--- src/rtl/acc_cpu_pkg.sv ---
package acc_cpu_pkg;

    localparam int OPW = 4;

    localparam logic [OPW-1:0] OPC_LOAD  = 4'h1;
    localparam logic [OPW-1:0] OPC_STORE = 4'h2;
    localparam logic [OPW-1:0] OPC_IN    = 4'h3;
    localparam logic [OPW-1:0] OPC_ADD   = 4'h5;
    localparam logic [OPW-1:0] OPC_OUT   = 4'h7;

    typedef enum logic [2:0] {
        ST_F_MAR,
        ST_F_MBR,
        ST_F_IR,
        ST_X_ADR,
        ST_X_MBR,
        ST_X_FIN,
        ST_HALT
    } step_e;

    // One flag per register transfer or strobe for the current micro-step
    typedef struct packed {
        logic mar_from_pc;
        logic mar_from_ir;
        logic mbr_from_mem;
        logic mbr_from_ac;
        logic pc_inc;
        logic ir_from_mbr;
        logic ac_from_mbr;
        logic ac_add;
        logic mem_rd;
        logic mem_we;
        logic io_rd;
        logic io_wr;
    } ctrl_t;

    function automatic logic op_reads_mem(input logic [OPW-1:0] op);
        return (op == OPC_LOAD) || (op == OPC_ADD);
    endfunction

    function automatic logic op_uses_mem(input logic [OPW-1:0] op);
        return op_reads_mem(op) || (op == OPC_STORE);
    endfunction

endpackage

--- src/rtl/acc_adder.sv ---
module acc_adder #(
    parameter int DW = 16
) (
    input  logic [DW-1:0] a,
    input  logic [DW-1:0] b,
    output logic [DW-1:0] sum
);
    // Wraps modulo 2^DW; the carry out is dropped on purpose
    assign sum = a + b;
endmodule

--- src/rtl/acc_sequencer.sv ---
module acc_sequencer
    import acc_cpu_pkg::*;
(
    input  logic           clk,
    input  logic           rst,
    input  logic [OPW-1:0] opcode,
    output ctrl_t          ctrl,
    output logic           halted
);
    step_e state, state_nx;

    always_ff @(posedge clk) begin
        if (rst) state <= ST_F_MAR;
        else     state <= state_nx;
    end

    always_comb begin
        ctrl     = '0;
        state_nx = state;
        unique case (state)
            ST_F_MAR: begin
                ctrl.mar_from_pc = 1'b1;
                ctrl.mem_rd      = 1'b1;
                state_nx         = ST_F_MBR;
            end
            ST_F_MBR: begin
                ctrl.mbr_from_mem = 1'b1;
                ctrl.pc_inc       = 1'b1;
                state_nx          = ST_F_IR;
            end
            ST_F_IR: begin
                ctrl.ir_from_mbr = 1'b1;
                state_nx         = ST_X_ADR;
            end
            ST_X_ADR: begin
                if (op_uses_mem(opcode)) begin
                    ctrl.mar_from_ir = 1'b1;
                    ctrl.mem_rd      = op_reads_mem(opcode);
                    state_nx         = ST_X_MBR;
                end else if (opcode == OPC_IN) begin
                    ctrl.io_rd = 1'b1;
                    state_nx   = ST_F_MAR;
                end else if (opcode == OPC_OUT) begin
                    ctrl.io_wr = 1'b1;
                    state_nx   = ST_F_MAR;
                end else begin
                    state_nx = ST_HALT;
                end
            end
            ST_X_MBR: begin
                if (opcode == OPC_STORE) ctrl.mbr_from_ac  = 1'b1;
                else                     ctrl.mbr_from_mem = 1'b1;
                state_nx = ST_X_FIN;
            end
            ST_X_FIN: begin
                if (opcode == OPC_LOAD)       ctrl.ac_from_mbr = 1'b1;
                else if (opcode == OPC_ADD)   ctrl.ac_add      = 1'b1;
                else                          ctrl.mem_we      = 1'b1;
                state_nx = ST_F_MAR;
            end
            default: state_nx = ST_HALT;
        endcase
    end

    assign halted = (state == ST_HALT);

    // instruction register load is always followed by the first execute step
    assert_fetch_order_R2: assert property (@(posedge clk) disable iff (rst)
        ctrl.ir_from_mbr |=> (state == ST_X_ADR));

    // once stopped, stays stopped until reset
    assert_halt_sticky_R9: assert property (@(posedge clk) disable iff (rst)
        halted |=> halted);

    // device read strobe never lasts more than one cycle
    assert_io_rd_pulse_R7: assert property (@(posedge clk) disable iff (rst)
        ctrl.io_rd |=> !ctrl.io_rd);
endmodule

--- src/rtl/acc_datapath.sv ---
module acc_datapath
    import acc_cpu_pkg::*;
#(
    parameter int          AW         = 12,
    parameter int          DW         = 16,
    parameter int unsigned START_ADDR = 'h300
) (
    input  logic           clk,
    input  logic           rst,
    input  ctrl_t          ctrl,
    input  logic [DW-1:0]  mem_rdata,
    input  logic [DW-1:0]  io_rdata,
    output logic [OPW-1:0] opcode,
    output logic [AW-1:0]  mem_addr,
    output logic           mem_rd,
    output logic           mem_we,
    output logic [DW-1:0]  mem_wdata,
    output logic [AW-1:0]  io_dev,
    output logic           io_rd,
    output logic           io_wr,
    output logic [DW-1:0]  io_wdata
);
    localparam logic [AW-1:0] PC_RST = AW'(START_ADDR);

    logic [AW-1:0] pc, mar;
    logic [DW-1:0] mbr, ir, ac, ac_sum;
    logic [AW-1:0] operand;

    assign operand = ir[AW-1:0];
    assign opcode  = ir[DW-1 -: OPW];

    acc_adder #(.DW(DW)) i_add (
        .a   (ac),
        .b   (mbr),
        .sum (ac_sum)
    );

    always_ff @(posedge clk) begin
        if (rst) begin
            pc  <= PC_RST;
            mar <= '0;
            mbr <= '0;
            ir  <= '0;
            ac  <= '0;
        end else begin
            if (ctrl.mar_from_pc)       mar <= pc;
            else if (ctrl.mar_from_ir)  mar <= operand;
            if (ctrl.pc_inc)            pc  <= pc + AW'(1);
            if (ctrl.mbr_from_mem)      mbr <= mem_rdata;
            else if (ctrl.mbr_from_ac)  mbr <= ac;
            if (ctrl.ir_from_mbr)       ir  <= mbr;
            if (ctrl.ac_from_mbr)       ac  <= mbr;
            else if (ctrl.ac_add)       ac  <= ac_sum;
            else if (ctrl.io_rd)        ac  <= io_rdata;
        end
    end

    // The address leaves with the value MAR is taking, so the synchronous
    // memory answers in the following micro-step
    always_comb begin
        if (ctrl.mar_from_pc)      mem_addr = pc;
        else if (ctrl.mar_from_ir) mem_addr = operand;
        else                       mem_addr = mar;
    end

    assign mem_rd    = ctrl.mem_rd;
    assign mem_we    = ctrl.mem_we;
    assign mem_wdata = mbr;
    assign io_dev    = operand;
    assign io_rd     = ctrl.io_rd;
    assign io_wr     = ctrl.io_wr;
    assign io_wdata  = ac;

    // program counter advances by exactly one per fetch
    assert_pc_step_R2: assert property (@(posedge clk) disable iff (rst)
        ctrl.pc_inc |=> (pc == $past(pc) + AW'(1)));

    // the buffered copy written to memory still matches the accumulator
    assert_store_copy_R5: assert property (@(posedge clk) disable iff (rst)
        ctrl.mem_we |-> (mbr == ac));
endmodule

--- src/rtl/acc_cpu.sv ---
module acc_cpu
    import acc_cpu_pkg::*;
#(
    parameter int          AW         = 12,
    parameter int          DW         = 16,
    parameter int unsigned START_ADDR = 'h300
) (
    input  logic          clk,
    input  logic          rst,
    output logic [AW-1:0] mem_addr,
    output logic          mem_rd,
    output logic          mem_we,
    output logic [DW-1:0] mem_wdata,
    input  logic [DW-1:0] mem_rdata,
    output logic [AW-1:0] io_dev,
    output logic          io_rd,
    output logic          io_wr,
    output logic [DW-1:0] io_wdata,
    input  logic [DW-1:0] io_rdata,
    output logic          halt
);
    ctrl_t          ctrl;
    logic [OPW-1:0] opcode;

    acc_sequencer i_seq (
        .clk    (clk),
        .rst    (rst),
        .opcode (opcode),
        .ctrl   (ctrl),
        .halted (halt)
    );

    acc_datapath #(
        .AW         (AW),
        .DW         (DW),
        .START_ADDR (START_ADDR)
    ) i_dp (
        .clk       (clk),
        .rst       (rst),
        .ctrl      (ctrl),
        .mem_rdata (mem_rdata),
        .io_rdata  (io_rdata),
        .opcode    (opcode),
        .mem_addr  (mem_addr),
        .mem_rd    (mem_rd),
        .mem_we    (mem_we),
        .mem_wdata (mem_wdata),
        .io_dev    (io_dev),
        .io_rd     (io_rd),
        .io_wr     (io_wr),
        .io_wdata  (io_wdata)
    );

    // strobes are mutually exclusive
    assert_strobe_excl_R10: assert property (@(posedge clk) disable iff (rst)
        $countones({mem_rd, mem_we, io_rd, io_wr}) <= 1);

    // a stopped processor issues no traffic
    assert_halt_quiet_R9: assert property (@(posedge clk) disable iff (rst)
        halt |-> !(mem_rd || mem_we || io_rd || io_wr));
endmodule

--- config.mk ---
export PLATFORM = sky130hd
export DESIGN_NAME = acc_cpu
export DESIGN_NICKNAME = d
export VERILOG_FILES = /design/src/rtl/acc_cpu_pkg.sv /design/src/rtl/acc_adder.sv /design/src/rtl/acc_sequencer.sv /design/src/rtl/acc_datapath.sv /design/src/rtl/acc_cpu.sv
export SDC_FILE = /design/constraint.sdc
export NUM_CORES = 1
export LEC_CHECK = 0
export BUFFER_PORTS_ARGS = -buffer_cell sky130_fd_sc_hd__buf_2
export CELL_PAD_IN_SITES_DETAIL_PLACEMENT = 0
export CELL_PAD_IN_SITES_GLOBAL_PLACEMENT = 2
export CORE_MARGIN = 3
export CORE_UTILIZATION = 32
export CTS_BUF_LIST = sky130_fd_sc_hd__clkbuf_8
export CTS_CLUSTER_DIAMETER = 100
export DETAILED_ROUTE_END_ITERATION = 16
export GPL_TIMING_DRIVEN = 0
export PLACE_DENSITY = 0.93
export SLEW_MARGIN = 25
export SYNTH_ARGS = -nofsm -noshare
export SYNTH_HDL_FRONTEND = slang
export SYNTH_SLANG_ARGS = --single-unit
--- constraint.sdc ---
create_clock -name clk -period 2.73 [get_ports clk]
set_input_delay 0 -clock clk [delete_from_list [all_inputs] [get_ports clk]]
set_output_delay 0 -clock clk [all_outputs]
set_load 0.02 [all_outputs]
==> flow_metrics.py, run 1 <==
metrics = {
    "setup_path": {
        "r2r_end": "i_dp.io_wdata[10]",
        "cpLargestDelayFamily": "compound AO/OA/AOI/OAI gates",
        "regToRegStartpoint": "i_dp.mem_wdata[0]",
        "cp_cell_sequence": "ha_1 -> fa_1 -> a21o_1 -> a21oi_1 -> o21ai_1 -> a31oi_1 -> or4_1 -> o211ai_1",
        "startpoint_type": "register",
        "worst_ep_required_time_ns": 2.96,
        "crit_slowest_cell": "fa_1",
        "cp_num_buf_inv": 0,
        "crit_fanout": 5,
        "r2r_cells": 8,
        "r2r_slack_ns": 0.30,
        "criticalPathCategory": "reg2reg",
        "worstPathArrival_ns": 2.65,
        "max_stage_delay_ns": 0.41,
        "endpoint_kind": "register",
    },
    "clock_tree": {
        "cts_buffer_depth": 2,
        "clk_latency_ns": 0.36,
        "cts_tree": "built",
        "ctsResizeCount": 0,
        "path_clk_slew_ns": 0.08,
        "h-tree-depth": 3,
        "clkSinkCount": 75,
        "holdBufCountCts": 8,
        "root_buffer": "clkbuf_8",
        "numCtsBuffers": 9,
        "post_cts_buffers": 0,
    },
    "yosys": {
        "syn_area_mm2": 0.004203,
        "synthMuxAreaShare": 0.08901,
        "synth.distinct_cells": 54,
        "synth_edf_count": 0,
        "synth_xor_area_frac": 0.04168,
        "synth-seq-cells": 75,
        "synthCells": 511,
        "yosys.area_share.adder": 0.05240,
        "synthSimpleGateAreaFrac": 0.2084,
        "synth.avg_cell_area_um2": 8.225,
        "syn-num-nets": 562,
        "synth_top_family_by_area": "simple AND/OR/NAND/NOR gates",
        "async_flop_share": 0,
        "synth_compound_area_frac": 0.1947,
        "ys.flop_type": "dfxtp_1",
        "seq_area_frac_synth": 0.3572,
        "ys_warn_count": 0,
    },
    "placed_design": {
        "portBuffers": 93,
        "gp_congestion": 0.8832,
        "pre_cts_ws_ns": 0.3087,
        "hpwl_um": 10240,
    },
    "worst_hold_path": {
        "hold_path.class": "in2reg",
        "hold_depth": 3,
        "min_to": "i_dp.mem_wdata[4]",
        "hp-start": "mem_rdata[4]",
    },
    "floorplan": {
        "start_util": 0.3304,
        "row_count": 41,
        "fp.dieW_um": 120.6,
        "dieArea_mm2": 0.01454,
        "core-area_mm2": 0.01272,
        "die_h_um": 120.6,
        "io_pins": 95,
    },
    "timing": {
        "worstMarginPinSlew_ns": 1.074,
        "final-hold-violation-count": 0,
        "finalClockSkew_ns": 0.009745,
        "finalCritPeriodShare": 0.8885,
        "slew_headroom": 0.2775,
        "slew_viol_final": 0,
        "grt_setup_unrepaired": "no",
        "fmax_mhz": 412.3,
        "fin_crit_ns": 2.426,
        "finalWorstSetupSlack_ns": 0.3043,
        "setup-tns-final_ns": 0,
        "setup_viol": 0,
    },
    "outcome": {
        "status": "complete, no violations",
    },
    "global_routing": {
        "grt_pass1_vias": 3973,
        "grt_pass1_wl_um": 20680,
        "grt_max_degree": 13,
        "antenna_found_initial": 0,
        "gr-total-overflow": 0,
        "grt.total_usage": 0.1804,
    },
    "drt": {
        "first_pass_iters": 5,
        "drt_iter0_drc": 199,
        "drc_errors": 0,
        "ant_nets": 0,
        "viasPerCell": 5.100,
        "totalWireLength_um": 13040,
        "num_vias": 4080,
        "avgRoutedWirePerCell_um": 16.31,
    },
    "power_and_ir_drop": {
        "vdd_drop_max_v": 0.0001994,
        "p_per_area_mw_per_mm2": 535.1,
        "leakagePower_uw": 0.002441,
    },
    "final_layout": {
        "drive_gt1_frac": 0.2182,
        "area_growth_pct": 23.85,
        "diodes": 0,
        "final_cell_mix": "100 x buf_2, 75 x dfxtp_1, 67 x nand2_1",
        "final_common_cell": "buf_2",
        "nNetsFinal": 674,
    },
    "flow_run": {
        "maxCapViolCount": 0,
    },
}
-- cell type report --
| cell class | instances | area (µm²) |
|---|---|---|
| plain buffers | 41 | 222.7 |
| clock buffers | 10 | 137.6 |
| clock inverters | 6 | 103.9 |
| fillers | 1391 | 7517 |
| inverters | 4 | 15.01 |
| multi-input cells | 391 | 2464 |
| flip-flops and latches | 75 | 1501 |
| well taps | 172 | 215.2 |
| repair buffers | 101 | 545.5 |
-- worst max path at each step --
stage | start | to | slack [ns] | depth (start not counted)
floorplan | i_dp.mem_wdata[0] | i_dp.io_wdata[12] | 0.55 | 8
global placement | i_dp.mem_wdata[0] | i_dp.io_wdata[10] | 0.31 | 8
detailed placement | i_dp.mem_wdata[0] | i_dp.io_wdata[10] | 0.31 | 8
CTS | i_dp.mem_wdata[0] | i_dp.io_wdata[10] | 0.30 | 8
global route | i_dp.mem_wdata[0] | i_dp.io_wdata[10] | 0.13 | 8
finish | i_dp.mem_wdata[0] | i_dp.io_wdata[10] | 0.30 | 8
-- sequential cells by signal, summed over array words and instances, names as in the netlist --
name            flops
i_dp.mem_wdata     16
i_dp.pc            12
i_dp.ir            16
i_dp.mar           12
i_seq.state         3
i_dp.io_wdata      16
-- tightest hold or removal path, cell delays in order --
cell and delay, ns:
buf_2 0.10, mux2i_1 0.14, a211oi_1 0.09
-- power by group --
group / leakage, µW / switching, µW / internal [µW]
clock: 0.000127 / 432 / 626
sequential: 0.000610 / 82.4 / 1150
combinational: 0.00170 / 312 / 183
-- synthesized netlist by cell type, types with 11 or more instances --
cell type / number / area share
o21ai_1: 11 / 0.013
o21ai_0: 13 / 0.015
and2_1: 15 / 0.022
ha_1: 16 / 0.048
nor2_1: 57 / 0.051
dfxtp_1: 75 / 0.36
a211oi_1: 20 / 0.036
nand2_1: 67 / 0.060
buf_4: 12 / 0.021
xor2_1: 13 / 0.027
a21oi_1: 48 / 0.057
mux2i_1: 34 / 0.081
clkbuf_1: 20 / 0.018
a22oi_1: 12 / 0.021
-- metal layers --
| layer | GRT usage | up-vias | wire length, µm |
|---|---|---|---|
| met2 | 0.3116 | 114 | 6300 |
| met1 | 0.2303 | 1921 | 6011 |
| met3 | 0.04303 | 12 | 634 |
| met5 | 0 | - | 0 |
| met4 | 0.03541 | 0 | 97 |
| li1 | - | 2033 | - |
-- cell families after synthesis --
family                     after synthesis
AOI/OAI and AO/OA                      132
xor gates and xnor gates                20
adders and majority gates               17
buffers and inverters                   45
DFF                                     75
muxes                                   37
and+or+nand+nor                        185
-- through the flow --
step	hold slack, ns	utilization	area (µm²)	instances	total power, µW
3_3_place_gp	0.3586	0.3839	4883	776	1732
5_1_grt	0.01619	0.4091	5205	800	2911
3_5_place_dp	0.3614	0.3839	4883	776	1743
2_1_floorplan	0.2400	-	4203	511	1562
4_1_cts	0.003955	0.4091	5205	800	2806
6_report	0.01134	0.4091	5205	800	2785
Note: power is estimated with default switching activity, not from simulation.
==> inputs of run 2 (changes only) <==
--- a/config.mk
+++ b/config.mk
@@ -8,2 +8,3 @@
 export BUFFER_PORTS_ARGS = -buffer_cell sky130_fd_sc_hd__buf_2
+export CAP_MARGIN = 20
 export CELL_PAD_IN_SITES_DETAIL_PLACEMENT = 0
@@ -17,2 +18,3 @@
 export PLACE_DENSITY = 0.93
+export RECOVER_POWER = 100
 export SLEW_MARGIN = 25
--- a/constraint.sdc
+++ b/constraint.sdc
@@ -3,2 +3,2 @@
 set_output_delay 0 -clock clk [all_outputs]
-set_load 0.02 [all_outputs]
+set_load 0.1 [all_outputs]
==> run 2 against run 1 <==
  * Flip-flop and latch count unchanged
  * Utilization up 0.28 points
  * First-iteration DRC count up 22%
  * Worst hold slack better by 0.0028 ns
  * Register-to-register slack worse by 0.07 ns
  * Global-route usage down 0.074 points
  * Wire length up 1.0%
  * Non-clock buffer count up 2
  * Via count up 1.7%
  * Design area up 0.67%
  * Sequential share of layout area down 0.19 points
  * Clock power about the same
==> flow_metrics.py, run 2 (synthesis results as in run 1) <==
metrics = {
    "drt": {
        "viasPerCell": 5.172,
        "totalWireLength_um": 13180,
        "drc_errors": 0,
        "num_vias": 4148,
        "avgRoutedWirePerCell_um": 16.43,
        "first_pass_iters": 5,
        "ant_nets": 0,
        "drt_iter0_drc": 243,
    },
    "floorplan": {
        "dieArea_mm2": 0.01454,
        "core-area_mm2": 0.01272,
        "io_pins": 95,
        "start_util": 0.3304,
        "fp.dieW_um": 120.6,
        "row_count": 41,
        "die_h_um": 120.6,
    },
    "placed_design": {
        "gp_congestion": 0.8860,
        "place_area_mm2": 0.004927,
        "dp_cells": 776,
        "hpwl_um": 10140,
        "portBuffers": 93,
    },
    "setup_path": {
        "worst_ep_required_time_ns": 2.96,
        "startpoint_type": "register",
        "endpoint_kind": "register",
        "worstPathArrival_ns": 2.72,
        "criticalPathCategory": "reg2reg",
        "crit_fanout": 5,
    },
    "final_layout": {
        "final_cells": 802,
        "postLayoutCellArea_mm2": 0.005240,
        "fin_util": 0.4119,
        "nNetsFinal": 676,
        "diodes": 0,
        "multi_input_area_mm2": 0.002505,
        "regArea_mm2": 0.001501,
        "drive_gt1_frac": 0.1603,
        "area_growth_pct": 24.68,
        "final_common_cell": "dfxtp_1",
        "n_fill_cell": 1376,
        "final_cell_mix": "75 x dfxtp_1, 67 x nand2_1, 67 x clkbuf_1",
    },
    "global_routing": {
        "grt_pass1_vias": 4098,
        "grt_max_degree": 14,
        "grt_pass1_wl_um": 20910,
        "grt.total_usage": 0.1797,
        "antenna_found_initial": 0,
        "gr-total-overflow": 0,
    },
    "power_and_ir_drop": {
        "p_int_uw": 1963,
        "switching_share": 0.3758,
        "vdd_drop_max_v": 0.0002378,
        "p_total_uw": 3144,
        "p_switching_uw": 1182,
        "combinationalPowerShare": 0.260,
        "p_per_area_mw_per_mm2": 600.1,
        "clockPowerShare": 0.348,
        "leakagePower_uw": 0.002262,
        "p_seq_frac": 0.392,
    },
    "timing": {
        "worstMarginPinSlew_ns": 1.179,
        "finalCritPeriodShare": 0.9128,
        "finalClockSkew_ns": 0.009050,
        "setup-tns-final_ns": 0,
        "final-hold-violation-count": 0,
        "grt_setup_unrepaired": "no",
        "fmax_mhz": 401.3,
        "slew_headroom": 0.2171,
        "setup_viol": 0,
        "fin_crit_ns": 2.492,
        "slew_viol_final": 0,
    },
    "outcome": {
        "status": "complete, no violations",
    },
    "flow_run": {
        "maxCapViolCount": 0,
    },
    "clock_tree": {
        "clk_latency_ns": 0.36,
        "root_buffer": "clkbuf_8",
        "h-tree-depth": 3,
        "post_cts_buffers": 0,
        "path_clk_slew_ns": 0.09,
        "cts_tree": "built",
        "clkSinkCount": 75,
        "numCtsBuffers": 9,
        "cts_buffer_depth": 2,
    },
    "worst_hold_path": {
        "hold_path.class": "in2reg",
    },
}
run 2: cell types whose count changed in the layout (fill, tap and decap cells not counted), moves of 3 or more:
| cell | delta |
|---|---|
| and2_1 | -3 |
| clkbuf_4 | +10 |
| clkbuf_1 | +47 |
| o21ai_1 | -9 |
| clkbuf_2 | +4 |
| and2_0 | +3 |
| o21ai_2 | +11 |
| buf_2 | -61 |
run 2: final timing paths:
kind / cells past startpoint / startpoint / end / slack (ns)
setup / recovery: 7 / i_dp.mem_wdata[3] / i_dp.io_wdata[11] / 0.24
hold / removal: 3 / mem_rdata[5] / i_dp.mem_wdata[5] / 0.01
setup reg to reg: 7 / i_dp.mem_wdata[3] / i_dp.io_wdata[11] / 0.24
hold reg to reg: 2 / i_dp.ir[3] / i_dp.ir[3] / 0.49
run 2: per-stage QoR:
stage          worst slack, ns  hold WS, ns
2_1_floorplan          -0.1382       0.2400
3_3_place_gp            0.2331       0.3473
3_5_place_dp            0.1729       0.3665
4_1_cts                0.04882     0.001667
5_1_grt                0.03649      0.01202
6_report                0.2380      0.01418
run 2: power by group through the flow:
stage               clock network, µW  logic, µW  registers (µW)
detailed placement                  0        815            1260
global route                     1140        877            1240
floorplan                           0        410            1480
global placement                    0        805            1260
finish                           1090        818            1230
CTS                              1100        829            1230
run 2: final cells by class:
type | instances | share of cell area
well taps | 172 | 0.04107
repair buffers | 103 | 0.1012
clock inverters | 6 | 0.02125
inverters | 4 | 0.002865
multi-input cells | 391 | 0.4780
plain buffers | 41 | 0.04274
clock buffers | 10 | 0.02627
flip-flops and latches | 75 | 0.2865
run 2: worst max-delay path, cell delays in order (launching register included):
cell and delay [ns]:
dfxtp_1 0.47, ha_1 0.32, a211o_1 0.30, a31o_1 0.20, a21boi_0 0.47, o21ai_0 0.29, xnor2_1 0.21, o22ai_1 0.10
run 2: timing repair:
| action | 4_1_cts | 5_1_grt |
|---|---|---|
| gates resized for setup | 1 | 12 |
| hold endpoints to repair | 10 | 0 |
| hold buffers | 10 | 0 |
| endpoints found under the setup margin | 5 | 12 |
run 2: routing by layer:
metal / global-route usage / routed length (µm)
met2: 0.3004 / 6198
met3: 0.03648 / 777
met4: 0.05099 / 182
met5: 0 / 0
met1: 0.2351 / 6018
